## src/rtl/mux_ctl_decoder.sv

```systemverilog
module mux_ctl_decoder #(
  parameter int NDIG = 8
) (
  input  logic                    clk,
  input  logic                    rst_n,
  input  logic [$clog2(NDIG)-1:0] digit_idx,
  input  logic                    sample_stb,
  input  logic                    active_low,
  input  logic                    hold,
  input  logic                    fn_line,
  input  logic                    rng_line,
  input  logic                    ctl_line,
  input  logic                    xdp_line,
  output logic [2:0]              func,
  output logic [1:0]              range_sel,
  output logic                    disp_off,
  output logic                    disp_test,
  output logic                    sel_1mhz,
  output logic                    ext_osc,
  output logic                    xdp_en,
  output logic                    xdp_valid,
  output logic [$clog2(NDIG)-1:0] xdp_digit,
  output logic                    cfg_chg
);
  localparam int DW = $clog2(NDIG);
  localparam logic [DW-1:0] LAST = DW'(NDIG - 1);

  typedef struct packed {
    logic          fn_v;
    logic [2:0]    fn;
    logic          rg_v;
    logic [1:0]    rg;
    logic          off;
    logic          tst;
    logic          mhz;
    logic          eosc;
    logic          xen;
    logic          xd_v;
    logic [DW-1:0] xd;
  } scan_t;

  scan_t acc, prv, nxt;
  logic  prv_v;

  wire f_a = fn_line  ^ active_low;
  wire r_a = rng_line ^ active_low;
  wire c_a = ctl_line ^ active_low;
  wire x_a = xdp_line ^ active_low;

  wire samp     = sample_stb && !disp_off;
  wire scan_end = samp && digit_idx == LAST;
  wire agree    = prv_v && prv == nxt;

  always_comb begin
    nxt = acc;
    case (digit_idx)
      DW'(0): begin
        if (f_a) begin nxt.fn_v = 1'b1; nxt.fn = 3'd0; end
        if (r_a) begin nxt.rg_v = 1'b1; nxt.rg = 2'd0; end
        if (c_a) nxt.eosc = 1'b1;
      end
      DW'(1): begin
        if (f_a) begin nxt.fn_v = 1'b1; nxt.fn = 3'd2; end
        if (r_a) begin nxt.rg_v = 1'b1; nxt.rg = 2'd1; end
        if (c_a) nxt.mhz = 1'b1;
      end
      DW'(2): begin
        if (f_a) begin nxt.fn_v = 1'b1; nxt.fn = 3'd5; end
        if (r_a) begin nxt.rg_v = 1'b1; nxt.rg = 2'd2; end
        if (c_a) nxt.xen = 1'b1;
      end
      DW'(3): begin
        if (f_a) begin nxt.fn_v = 1'b1; nxt.fn = 3'd4; end
        if (r_a) begin nxt.rg_v = 1'b1; nxt.rg = 2'd3; end
        if (c_a) nxt.off = 1'b1;
      end
      DW'(4): begin
        if (f_a) begin nxt.fn_v = 1'b1; nxt.fn = 3'd3; end
      end
      LAST: begin
        if (f_a) begin nxt.fn_v = 1'b1; nxt.fn = 3'd1; end
        if (c_a) nxt.tst = 1'b1;
      end
      default: ;
    endcase
    if (x_a && digit_idx != LAST) begin
      nxt.xd_v = 1'b1;
      nxt.xd   = digit_idx;
    end
  end

  always_ff @(posedge clk) begin
    if (!rst_n) begin
      acc       <= '0;
      prv       <= '0;
      prv_v     <= 1'b0;
      func      <= 3'd0;
      range_sel <= 2'd0;
      disp_off  <= 1'b0;
      disp_test <= 1'b0;
      sel_1mhz  <= 1'b0;
      ext_osc   <= 1'b0;
      xdp_en    <= 1'b0;
      xdp_valid <= 1'b0;
      xdp_digit <= '0;
      cfg_chg   <= 1'b0;
    end else begin
      cfg_chg <= 1'b0;
      if (disp_off) begin
        acc   <= '0;
        prv_v <= 1'b0;
        if (!hold) disp_off <= 1'b0;
      end else if (scan_end) begin
        acc   <= '0;
        prv   <= nxt;
        prv_v <= 1'b1;
        if (agree) begin
          if (nxt.fn_v) func <= nxt.fn;
          if (nxt.rg_v) range_sel <= nxt.rg;
          disp_off  <= nxt.off && hold;
          disp_test <= nxt.tst;
          sel_1mhz  <= nxt.mhz;
          ext_osc   <= nxt.eosc;
          xdp_en    <= nxt.xen;
          xdp_valid <= nxt.xd_v;
          xdp_digit <= nxt.xd;
          cfg_chg   <= (nxt.fn_v && nxt.fn != func) || (nxt.rg_v && nxt.rg != range_sel);
        end
      end else if (samp) begin
        acc <= nxt;
      end
    end
  end

  AST_FUNC_LEGAL: assert property (@(posedge clk) disable iff (!rst_n)
    func <= 3'd5);
  AST_XDP_NOT_LAST: assert property (@(posedge clk) disable iff (!rst_n)
    xdp_valid |-> xdp_digit != LAST);
  AST_MOVE_AT_SCAN_END: assert property (@(posedge clk) disable iff (!rst_n)
    !($stable(func) && $stable(range_sel)) |-> $past(sample_stb && digit_idx == LAST));
  AST_CHG_ONE_CYCLE: assert property (@(posedge clk) disable iff (!rst_n)
    cfg_chg |=> !cfg_chg);
  AST_CHG_REAL: assert property (@(posedge clk) disable iff (!rst_n)
    cfg_chg |-> (func != $past(func) || range_sel != $past(range_sel)));
  AST_CHG_WHEN_MOVED: assert property (@(posedge clk) disable iff (!rst_n)
    !cfg_chg |-> ($stable(func) && $stable(range_sel)));
  AST_OFF_FROZEN: assert property (@(posedge clk) disable iff (!rst_n)
    $past(disp_off) |-> ($stable(func) && $stable(range_sel) && $stable(xdp_digit)));
  AST_OFF_RELEASE: assert property (@(posedge clk) disable iff (!rst_n)
    (disp_off && !hold) |=> !disp_off);
endmodule

```

## config.mk

```make
export PLATFORM = sky130hd
export DESIGN_NAME = mux_ctl_decoder
export DESIGN_NICKNAME = d
export VERILOG_FILES = /design/src/rtl/mux_ctl_decoder.sv
export SDC_FILE = /design/constraint.sdc
export NUM_CORES = 1
export LEC_CHECK = 0
export ABC_CLOCK_PERIOD_IN_PS = 7100
export BUFFER_PORTS_ARGS = -buffer_cell sky130_fd_sc_hd__buf_2
export CAP_MARGIN = 10
export CORE_MARGIN = 8
export CORE_UTILIZATION = 40
export DETAILED_ROUTE_END_ITERATION = 8
export PLACE_DENSITY_LB_ADDON = 0.05
export SYNTH_ARGS = -nofsm -noshare
export SYNTH_HDL_FRONTEND = slang
export SYNTH_SLANG_ARGS = --single-unit
```

## constraint.sdc

```tcl
create_clock -name clk -period 7.1 [get_ports clk]
set_clock_uncertainty 0.15 [all_clocks]
set_input_delay 0.71 -clock clk [delete_from_list [all_inputs] [get_ports clk]]
set_output_delay 0.71 -clock clk [all_outputs]
set_load 0.03 [all_outputs]
```

# After elaboration in Yosys (flattened, before gate mapping)
# Cells that the tools add are included.
[word_totals]
output_inout_bits = 15
reg_bits = 48
[op_classes]
muxes = 27
reduce_logical = 17
bitwise = 8
eq_ne = 9
[ops]
columns = ["op", "count"]
rows = [
  ["$mux W4", 7],
  ["$pmux W4 S6", 1],
  ["$eq A16 B16 Y1", 1],
  ["$mux W1", 14],
  ["$mux W3", 4],
  ["$pmux W3 S4", 1],
  ["$reduce_and A4 Y1", 2],
  ["$logic_and A1 B1 Y1", 7],
  ["$eq A3 B2 Y1 const B", 2],
  ["$eq A3 B3 Y1 const B", 2],
  ["$not A1 Y1", 4],
  ["$reduce_or A4 Y1", 1],
  ["$xor A1 B1 Y1", 4],
  ["$eq A3 B1 Y1 const B", 1],
  ["$logic_not A3 Y1", 1],
  ["$ne A3 B3 Y1", 1],
  ["$ne A3 B3 Y1 const B", 1],
  ["$reduce_and A3 Y1", 1],
  ["$reduce_or A3 Y1", 1],
  ["$ne A2 B2 Y1", 1],
  ["$reduce_and A2 Y1", 1],
  ["$reduce_or A2 Y1", 1],
  ["$logic_not A1 Y1", 1],
  ["$logic_or A1 B1 Y1", 1],
]

# Longest topological paths before layout
# Gate-level depths: netlist of run 1.
[depth]
depth_word = 8
mapped_depth = 10

# Worst setup path after synthesis of run 1
# OpenSTA, ideal clock, no wires.
[synth_timing]
kind = "input -> register"
from = "input port active_low"
to = "register xdp_digit[0]"
arrival_ns = 2.458
setup_time_ns = 0.128
cell_stages = 9
slack_ns = 4.364
cell_sequence = "buf_6 -> xnor2_2 -> o21ai_1 -> mux2_2 -> a2111oi_2 -> and4_4 -> buf_8 -> mux2i_1 -> nor2_1"
[synth_between]
elab_chain_len = 6
elab_cells_between_ends = 31
classes_between = "eq/ne: 1; mux: 23; bitwise: 4; reduce/logical: 3"
[synth_rtl]
columns = ["element", "line", "source"]
rows = [
  ["start: declaration", "8", "input logic active_low,"],
  ["$xor A1 B1 Y1 (on tied branches)", "-", ""],
  ["$mux W4, or another cell as far along", "81", "if (f_a) begin nxt.fn_v = 1'b1; nxt.fn = 3'd1; end"],
  ["$pmux W4 S6, or another cell as far along", "56", "case (digit_idx)"],
  ["$eq A16 B16 Y1", "52", "wire agree = prv_v && prv == nxt;"],
  ["$logic_and A1 B1 Y1", "52", ""],
  ["$reduce_and A3 Y1 (no source line)", "-", ""],
  ["end signal: assignment", "126", "xdp_digit <= nxt.xd;"],
  ["end: declaration", "22", "output logic [$clog2(NDIG)-1:0] xdp_digit,"],
]
# Parallel ways exist; a longest one is shown, timed or not.
# A chain may end at the register's enable or synchronous reset.

# Final worst setup path of run 1
[layout_timing]
from = "input port active_low"
to = "register xdp_digit[1]"
# Same word-level chain as after synthesis.

==> results.json, run 1 <==
{
  "status": "finished clean",
  "final_common_cell": "dfxtp_1",
  "post-cts-setup-buffers": 0,
  "tightest_slew_ns": 0.822,
  "cp_max_fo": 11,
  "grt-ovfl-total": 0,
  "utilization_pct": 44.6,
  "syn_inst": 330,
  "post-synth-top-area-cell": "dfxtp_1",
  "rrSetupSlack_ns": 4.73,
  "cts_tree": "built",
  "rsz0062_at_grt": "no",
  "cp.required_ns": 7.12,
  "finalWirelength_mm": 7.75,
  "slowest_stage": "xor2_2",
  "core_area_um2": 6680,
  "htreeDepth": 2,
  "clk-insertion-delay-late_ns": 0.31,
  "start_util_pct": 40.5,
  "post_drt_wl_per_cell_um": 18.0,
  "finalSetupTns_ns": 0,
  "port_buffers": 26,
  "die_w_um": 98.3,
  "nets": 361,
  "synth_compound_area_share_pct": 24.3,
  "synth_edf_count": 0,
  "cts_buffer_depth": 2,
  "slew-limit-headroom_pct": 45.1,
  "cts_made_buffers": 5,
  "die_y_um": 98.3,
  "worstHoldPathType": "reg2reg",
  "cts-resized-gates": 0,
  "synth.distinct_cells": 61,
  "syn2layout_area_growth_pct": 10.1,
  "critical_path_class": "in2reg",
  "yosysSeqAreaShare_pct": 35.5,
  "dr.first_iter.drc_count": 98,
  "worstHoldStart": "acc[7]",
  "synth_simple_gate_area_share_pct": 23.1,
  "cp.arrival_ns": 2.86,
  "fin_ws_ns": 4.25,
  "drive_gt1_share_pct": 15.4,
  "critPathCaptureType": "register",
  "drc_errors": 0,
  "ys.flop_type": "dfxtp_1",
  "cp_slowest_stage_delay_ns": 0.43,
  "dieArea_um2": 9650,
  "syn_area_per_cell_um2": 8.20,
  "start_kind": "input port",
  "fin_crit_sh_pct": 40.1,
  "cap_violations": 0,
  "rows": 30,
  "clk_pin_slew_worst_paths_ns": 0.09,
  "yosys_warnings": 0,
  "hold_viol_final": 0,
  "synth_top_family_by_area": "compound AO/OA/AOI/OAI gates",
  "timing.rr.start": "disp_off",
  "place_ws_ns": 3.91,
  "async_flop_share_pct": 0,
  "ant_nets": 0,
  "leakage_nw": 1.11,
  "cts_root_buf": "clkbuf_8",
  "grt_pass1_vias": 2499,
  "synth.area.mux_share_pct": 4.11,
  "maxClockFrequency_mhz": 351,
  "cp_cell_sequence": "buf_2, xor2_2, a41oi_2, xnor2_1, a2111oi_2, and4_4, mux2i_1, nor2_1",
  "synth.area.top_cells": "dfxtp_1, nor2_1, a21oi_1",
  "synth-seq-cells": 48,
  "grt_max_degree": 25,
  "power.total_w": 0.000601,
  "track_usage_pct": 16.6,
  "vdd_ir_drop_max_v": 0.000103,
  "synth_top_area_share_pct": 35.5,
  "drt_first_pass_iters": 4,
  "r2r_cells": 8,
  "via_per_inst": 5.69,
  "pin_count": 27,
  "dp_hpwl_mm": 5.65,
  "grt_first_pass_wirelength_mm": 12.9,
  "ctsHoldBuffers": 0,
  "hold_depth": 2,
  "placed_area_um2": 2860,
  "n_antenna_cell": 0,
  "design_area_um2": 2980,
  "p_per_area_nw_per_um2": 202,
  "antenna_found_initial": 0,
  "post_synth_fa_ha_maj_area_fraction_pct": 0,
  "num_vias": 2447,
  "worst_r2r_endpoint": "xdp_digit[1]",
  "hold_end": "acc[7]",
  "finalMaxSlewViolations": 0,
  "synth_xor_area_share_pct": 8.28,
  "nFillCells": 707,
  "cts_num_sinks": 48,
  "fin_crit_ns": 2.85,
  "place_congestion": 0.812,
  "layout_common_cells": "dfxtp_1, nor2_1, nand2_1, a21oi_1, buf_2",
  "setup_viol": 0,
  "synth_area_um2": 2710,
  "synthesis.nets": 342
}
## Yosys cell counts, types with 3 or more instances
| master | number |
|---|---|
| dfxtp_1 | 48 |
| nor2_1 | 45 |
| nand2_1 | 35 |
| a21oi_1 | 33 |
| o21ai_0 | 15 |
| a211oi_1 | 13 |
| nand2b_1 | 13 |
| xnor2_1 | 12 |
| mux2i_1 | 10 |
| clkbuf_1 | 9 |
| nor3_1 | 9 |
| inv_1 | 8 |
| nor2b_1 | 6 |
| nand3_1 | 5 |
| a2111oi_0 | 3 |
| buf_4 | 3 |
| nor4_1 | 3 |
| o32ai_1 | 3 |
| xor2_1 | 3 |
## layer usage
| metal | vias up | routed length (µm) | GRT usage, % |
|---|---|---|---|
| met3 | 17 | 279 | 3.20 |
| li1 | 1211 | - | - |
| met2 | 45 | 3790 | 28.6 |
| met4 | 0 | 160 | 5.79 |
| met5 | - | 0 | 0 |
| met1 | 1174 | 3530 | 20.2 |
## flip-flops by register name (all words and copies together) (netlist names)
register   cells
range_sel      2
xdp_en         1
disp_test      1
cfg_chg        1
xdp_digit      3
acc           16
sel_1mhz       1
func           3
disp_off       1
ext_osc        1
xdp_valid      1
prv_v          1
prv           16
## critical path, delay by kind of cell
family / cells / cell delay, ns
xor+xnor: 2 / 0.65
compound gates: 2 / 0.53
simple gates: 2 / 0.46
buf+inv: 1 / 0.30
mux: 1 / 0.21
## kinds of logic after synthesis
group / count (synthesis)
AOI/OAI and AO/OA: 95
xor gates and xnor gates: 20
buffers and inverters: 25
DFF: 48
muxes: 11
and+or+nand+nor: 131
## worst max path at each step
| stage | to | slack (ns) | start |
|---|---|---|---|
| floorplan | xdp_digit[0] | 4.36 | active_low |
| global placement | xdp_digit[0] | 3.95 | active_low |
| detailed placement | xdp_digit[1] | 3.91 | active_low |
| CTS | xdp_digit[1] | 4.24 | active_low |
| global route | xdp_digit[1] | 4.05 | active_low |
| finish | xdp_digit[1] | 4.25 | active_low |
## through the flow
stage / cells / hold slack, ns
after floorplan: 330 / 0.258
after global placement: 422 / 0.298
after detailed placement: 422 / 0.299
after CTS: 430 / 0.314
after global routing: 430 / 0.330
final: 430 / 0.305
## area by class of cell
type | count | area [µm²] | share of cell area (%)
clock inverter | 2 | 38.8 | 1.30
timing repair buffer | 28 | 145 | 4.87
multi-input combinational | 257 | 1620 | 54.3
tap | 80 | 100 | 3.36
clock buffer | 6 | 82.6 | 2.77
inverter | 9 | 33.8 | 1.13
sequential | 48 | 961 | 32.2
## power breakdown
part | total [W] | internal [W] | switching (W)
Clock | 0.000211 | 0.000115 | 0.0000962
Sequential | 0.000282 | 0.000276 | 0.00000643
Combinational | 0.000107 | 0.0000374 | 0.0000698
Total | 0.000601 | 0.000429 | 0.000172
Power figures use the tool's default switching activity.
==> inputs of run 2 (changes only) <==
ABC_CLOCK_PERIOD_IN_PS = 2600   (was 7100)
clock period = 2.6 ns   (was 7.1 ns; I/O delays follow)
==> run 2 against run 1 <==
Effect of this change: die area unchanged; sequential power rose to 2.7 times the previous value; clock power rose to 2.7 times the previous value; final area up 8.0%; first-iteration DRC count up 78%; critical path depth down 1; largest cell class unchanged.
==> results.json, run 2 (same netlist as run 1, synthesis figures left out) <==
{
  "grt-ovfl-total": 0,
  "dr.first_iter.drc_count": 174,
  "rsz0062_at_grt": "no",
  "antenna_found_initial": 0,
  "drc_errors": 0,
  "place_congestion": 0.897,
  "r2r_cells": 7,
  "port_buffers": 26,
  "post-cts-setup-buffers": 0,
  "dp_hpwl_mm": 5.96,
  "via_per_inst": 5.48,
  "num_vias": 2522,
  "critical_path_class": "reg2reg",
  "cp_max_fo": 11,
  "slew-limit-headroom_pct": 48.0,
  "start_util_pct": 40.5,
  "fin_crit_sh_pct": 89.7,
  "cp.arrival_ns": 2.36,
  "drt_first_pass_iters": 4,
  "cp_slowest_stage_delay_ns": 0.45,
  "grt_max_degree": 25,
  "worst_r2r_endpoint": "xdp_digit[0]",
  "ant_nets": 0,
  "core_area_um2": 6680,
  "dieArea_um2": 9650,
  "nets": 391,
  "rows": 30,
  "finalSetupTns_ns": 0,
  "post_drt_wl_per_cell_um": 17.1,
  "tightest_slew_ns": 0.779,
  "timing.rr.start": "prv[13]",
  "rrSetupSlack_ns": 0.27,
  "die_w_um": 98.3,
  "cts_made_buffers": 5,
  "worstHoldStart": "hold",
  "leakage_nw": 1.25,
  "fin_ws_ns": 0.267,
  "cts-resized-gates": 0,
  "hold_depth": 2,
  "vdd_ir_drop_max_v": 0.000247,
  "n_antenna_cell": 0,
  "clk-insertion-delay-late_ns": 0.30,
  "p_per_area_nw_per_um2": 526,
  "critPathCaptureType": "register",
  "cts_buffer_depth": 2,
  "cts_tree": "built",
  "clk_pin_slew_worst_paths_ns": 0.10,
  "syn2layout_area_growth_pct": 18.9,
  "finalMaxSlewViolations": 0,
  "slowest_stage": "dfxtp_1",
  "placed_area_um2": 3100,
  "grt_pass1_vias": 2550,
  "cts_num_sinks": 48,
  "cp.required_ns": 2.62,
  "ctsHoldBuffers": 0,
  "finalWirelength_mm": 7.87,
  "maxClockFrequency_mhz": 429,
  "fin_crit_ns": 2.33,
  "cp_cell_sequence": "xnor2_1, a21oi_1, a2111oi_0, nor4bb_1, and4_4, mux2i_1, nor2_1",
  "drive_gt1_share_pct": 22.1,
  "worstHoldPathType": "in2reg",
  "largestRegisters": "acc (16), prv (16)",
  "cts_root_buf": "clkbuf_8",
  "design_area_um2": 3220,
  "pin_count": 27,
  "htreeDepth": 2,
  "hold_viol_final": 0,
  "layout_common_cells": "dfxtp_1, nor2_1, nand2_1, a21oi_1, buf_4",
  "hold_end": "disp_off",
  "start_kind": "register",
  "final_common_cell": "dfxtp_1",
  "grt_first_pass_wirelength_mm": 12.9,
  "setup_viol": 0,
  "die_y_um": 98.3,
  "track_usage_pct": 16.6,
  "cap_violations": 0,
  "status": "finished clean",
  "place_ws_ns": 0.0226
}
## run 2: cell count changes in the layout (fill, tap and decap cells not counted), sizes merged
cell  previous run  this run
buf             28        58
## run 2: critical path: cells and delay by family (launching register included)
family / cells / cell delay [ns]
and+or+nand+nor: 3 / 0.72
AOI/OAI and AO/OA: 2 / 0.52
DFF: 1 / 0.45
muxes: 1 / 0.21
xor gates and xnor gates: 1 / 0.15
## run 2: per-stage QoR
stage	util, %	instances	total power, W	hold WS [ns]
final	48.2	460	0.00169	0.0315
after global routing	48.2	460	0.00177	0.0318
after CTS	48.2	460	0.00171	0.0322
after detailed placement	46.3	452	0.00113	0.300
after global placement	46.3	452	0.00113	0.299
after floorplan	-	330	0.00100	0.258
## run 2: area by class of cell
class                   instances  area, µm²
fillers                       710       3460
multi-input cells             257       1620
clock inverters                 2       38.8
clock buffers                   6       82.6
flip-flops and latches         48        961
inverters                       9       33.8
well taps                      80        100
repair buffers                 58        383
## run 2: metal layers
metal / global-route usage (%) / share of wire, % / up-vias
met1: 19.7 / 46 / 1188
li1: - / - / 1276
met5: 0 / 0 / -
met2: 28.6 / 48 / 43
met3: 3.06 / 3.1 / 15
met4: 6.85 / 2.7 / 0
## run 2: how the worst max path moves through the flow
stage / start / to / slack (ns)
final: prv[13] / xdp_digit[0] / 0.27
after CTS: acc[14] / xdp_digit[0] / 0.33
after global placement: active_low / xdp_digit[0] / 0.04
after floorplan: active_low / xdp_digit[0] / 0.31
after detailed placement: active_low / xdp_digit[0] / 0.02
after global routing: prv[13] / xdp_digit[1] / 0.17
## run 2: report_power, final
group	total (W)	leakage, nW	internal [W]	switching [W]
Sequential	0.000771	0.389	0.000753	0.0000180
Combinational	0.000343	0.804	0.000141	0.000202
Clock	0.000579	0.0614	0.000315	0.000264
Total	0.00169	1.25	0.00121	0.000484
==> inputs of run 3 (changes only) <==
CORE_UTILIZATION = 30   (was 40)
==> run 3 against run 2 <==
Effect of this change: routed wire length up 10%; final area up 4.7%; worst hold slack better by 0.0063 ns; non-clock buffer count up 11; clock-buffer cell count down 1; critical path depth up 2; setup slack better by 0.00069 ns; critical endpoint unchanged; highest routed layer unchanged.
==> results.json, run 3 (same netlist as run 1, synthesis figures left out) <==
{
  "status": "finished clean",
  "htreeDepth": 2,
  "cts_root_buf": "clkbuf_8",
  "finalWirelength_mm": 8.68,
  "drc_errors": 0,
  "leakage_nw": 1.32,
  "track_usage_pct": 14.2,
  "cts_num_sinks": 48,
  "hold_viol_final": 0,
  "syn2layout_area_growth_pct": 24.5,
  "fin_ws_ns": 0.268,
  "cp_max_fo": 11,
  "ant_nets": 0,
  "via_per_inst": 5.10,
  "register_area_um2": 961,
  "cp.required_ns": 2.66,
  "n_antenna_cell": 0,
  "cts_buffer_depth": 2,
  "setup_viol": 0,
  "antenna_found_initial": 0,
  "post-cts-setup-buffers": 0,
  "place_ws_ns": -0.0824,
  "largestRegisters": "acc (16), prv (16)",
  "clk-insertion-delay-late_ns": 0.31,
  "rows": 34,
  "finalMaxSlewViolations": 0,
  "tightest_slew_ns": 0.605,
  "nets": 402,
  "worstHoldStart": "hold",
  "finalSetupTns_ns": 0,
  "drive_gt1_share_pct": 24.1,
  "post_drt_wl_per_cell_um": 17.4,
  "core_area_um2": 8720,
  "die_y_um": 111,
  "port_buffers": 26,
  "start_util_pct": 31.0,
  "utilization_pct": 38.6,
  "dpl.cell_count": 491,
  "dp_hpwl_mm": 6.68,
  "start_kind": "input port",
  "critical_path_class": "in2reg",
  "place_congestion": 0.840,
  "grt_first_pass_wirelength_mm": 14.2,
  "num_vias": 2542,
  "layout_common_cells": "dfxtp_1, nor2_1, buf_4, nand2_1, a21oi_1",
  "timing.rr.start": "acc[12]",
  "worstHoldPathType": "in2reg",
  "cts_made_buffers": 5,
  "ctsHoldBuffers": 0,
  "pin_count": 27,
  "clk_pin_slew_worst_paths_ns": 0.09,
  "fin_crit_ns": 2.33,
  "p_per_area_nw_per_um2": 528,
  "grt-ovfl-total": 0,
  "dieArea_um2": 12300,
  "critPathCaptureType": "register",
  "dr.first_iter.drc_count": 96,
  "maxClockFrequency_mhz": 429,
  "final_common_cell": "dfxtp_1",
  "cp.arrival_ns": 2.39,
  "multi_input_area_um2": 1620,
  "drt_first_pass_iters": 4,
  "cts_tree": "built",
  "cap_violations": 0,
  "grt_max_degree": 21,
  "vdd_ir_drop_max_v": 0.000236,
  "rsz0062_at_grt": "no",
  "nFillCells": 930,
  "grt_pass1_vias": 2616,
  "power.total_w": 0.00178,
  "critPathLaunch": "active_low",
  "fin_cells": 498,
  "fin_crit_sh_pct": 89.7,
  "die_w_um": 111,
  "cts-resized-gates": 0,
  "slew-limit-headroom_pct": 59.7
}
run 3: per-stage QoR:
| stage | area [µm²] | hold WS (ns) |
|---|---|---|
| finish | 3370 | 0.0379 |
| global route | 3370 | 0.0258 |
| CTS | 3370 | 0.0323 |
| detailed placement | 3240 | 0.313 |
| global placement | 3240 | 0.301 |
| floorplan | 2710 | 0.258 |
run 3: path summary, 6_finish.rpt:
path	slack [ns]	end	cells past startpoint
worst max register to register	0.31	xdp_digit[0]	7
worst min-delay path	0.04	disp_off	2
worst min register to register	0.32	acc[1]	2
worst max-delay path	0.27	xdp_digit[0]	9
run 3: layer usage:
layer / vias to the layer above / global-route usage (%) / routed length [µm]
met5: - / 0 / 0
li1: 1293 / - / -
met1: 1202 / 17.5 / 4150
met2: 37 / 24.7 / 4220
met4: 0 / 3.60 / 85
met3: 10 / 2.44 / 226
run 3: critical path, stage by stage:
cell and delay, ns:
buf_2 0.12, buf_12 0.14, xor2_2 0.45, a41oi_2 0.21
xnor2_1 0.20, a2111oi_2 0.32, and4_4 0.42, mux2i_1 0.22
nor2_1 0.05
run 3: power by group:
part | leakage [nW] | switching [W] | internal, W | total [W]
logic | 0.864 | 0.000207 | 0.000156 | 0.000363
registers | 0.389 | 0.0000186 | 0.000753 | 0.000772
clock network | 0.0642 | 0.000265 | 0.000379 | 0.000643
total | 1.32 | 0.000490 | 0.00129 | 0.00178
run 3: cell type report:
cell class                 instances  share of cell area, %
multi-input combinational        257                   48.1
sequential                        48                   28.5
timing repair buffer              69                   14.6
tap                              108                   4.01
clock buffer                       5                   2.04
clock inverter                     2                   1.78
inverter                           9                   1.00
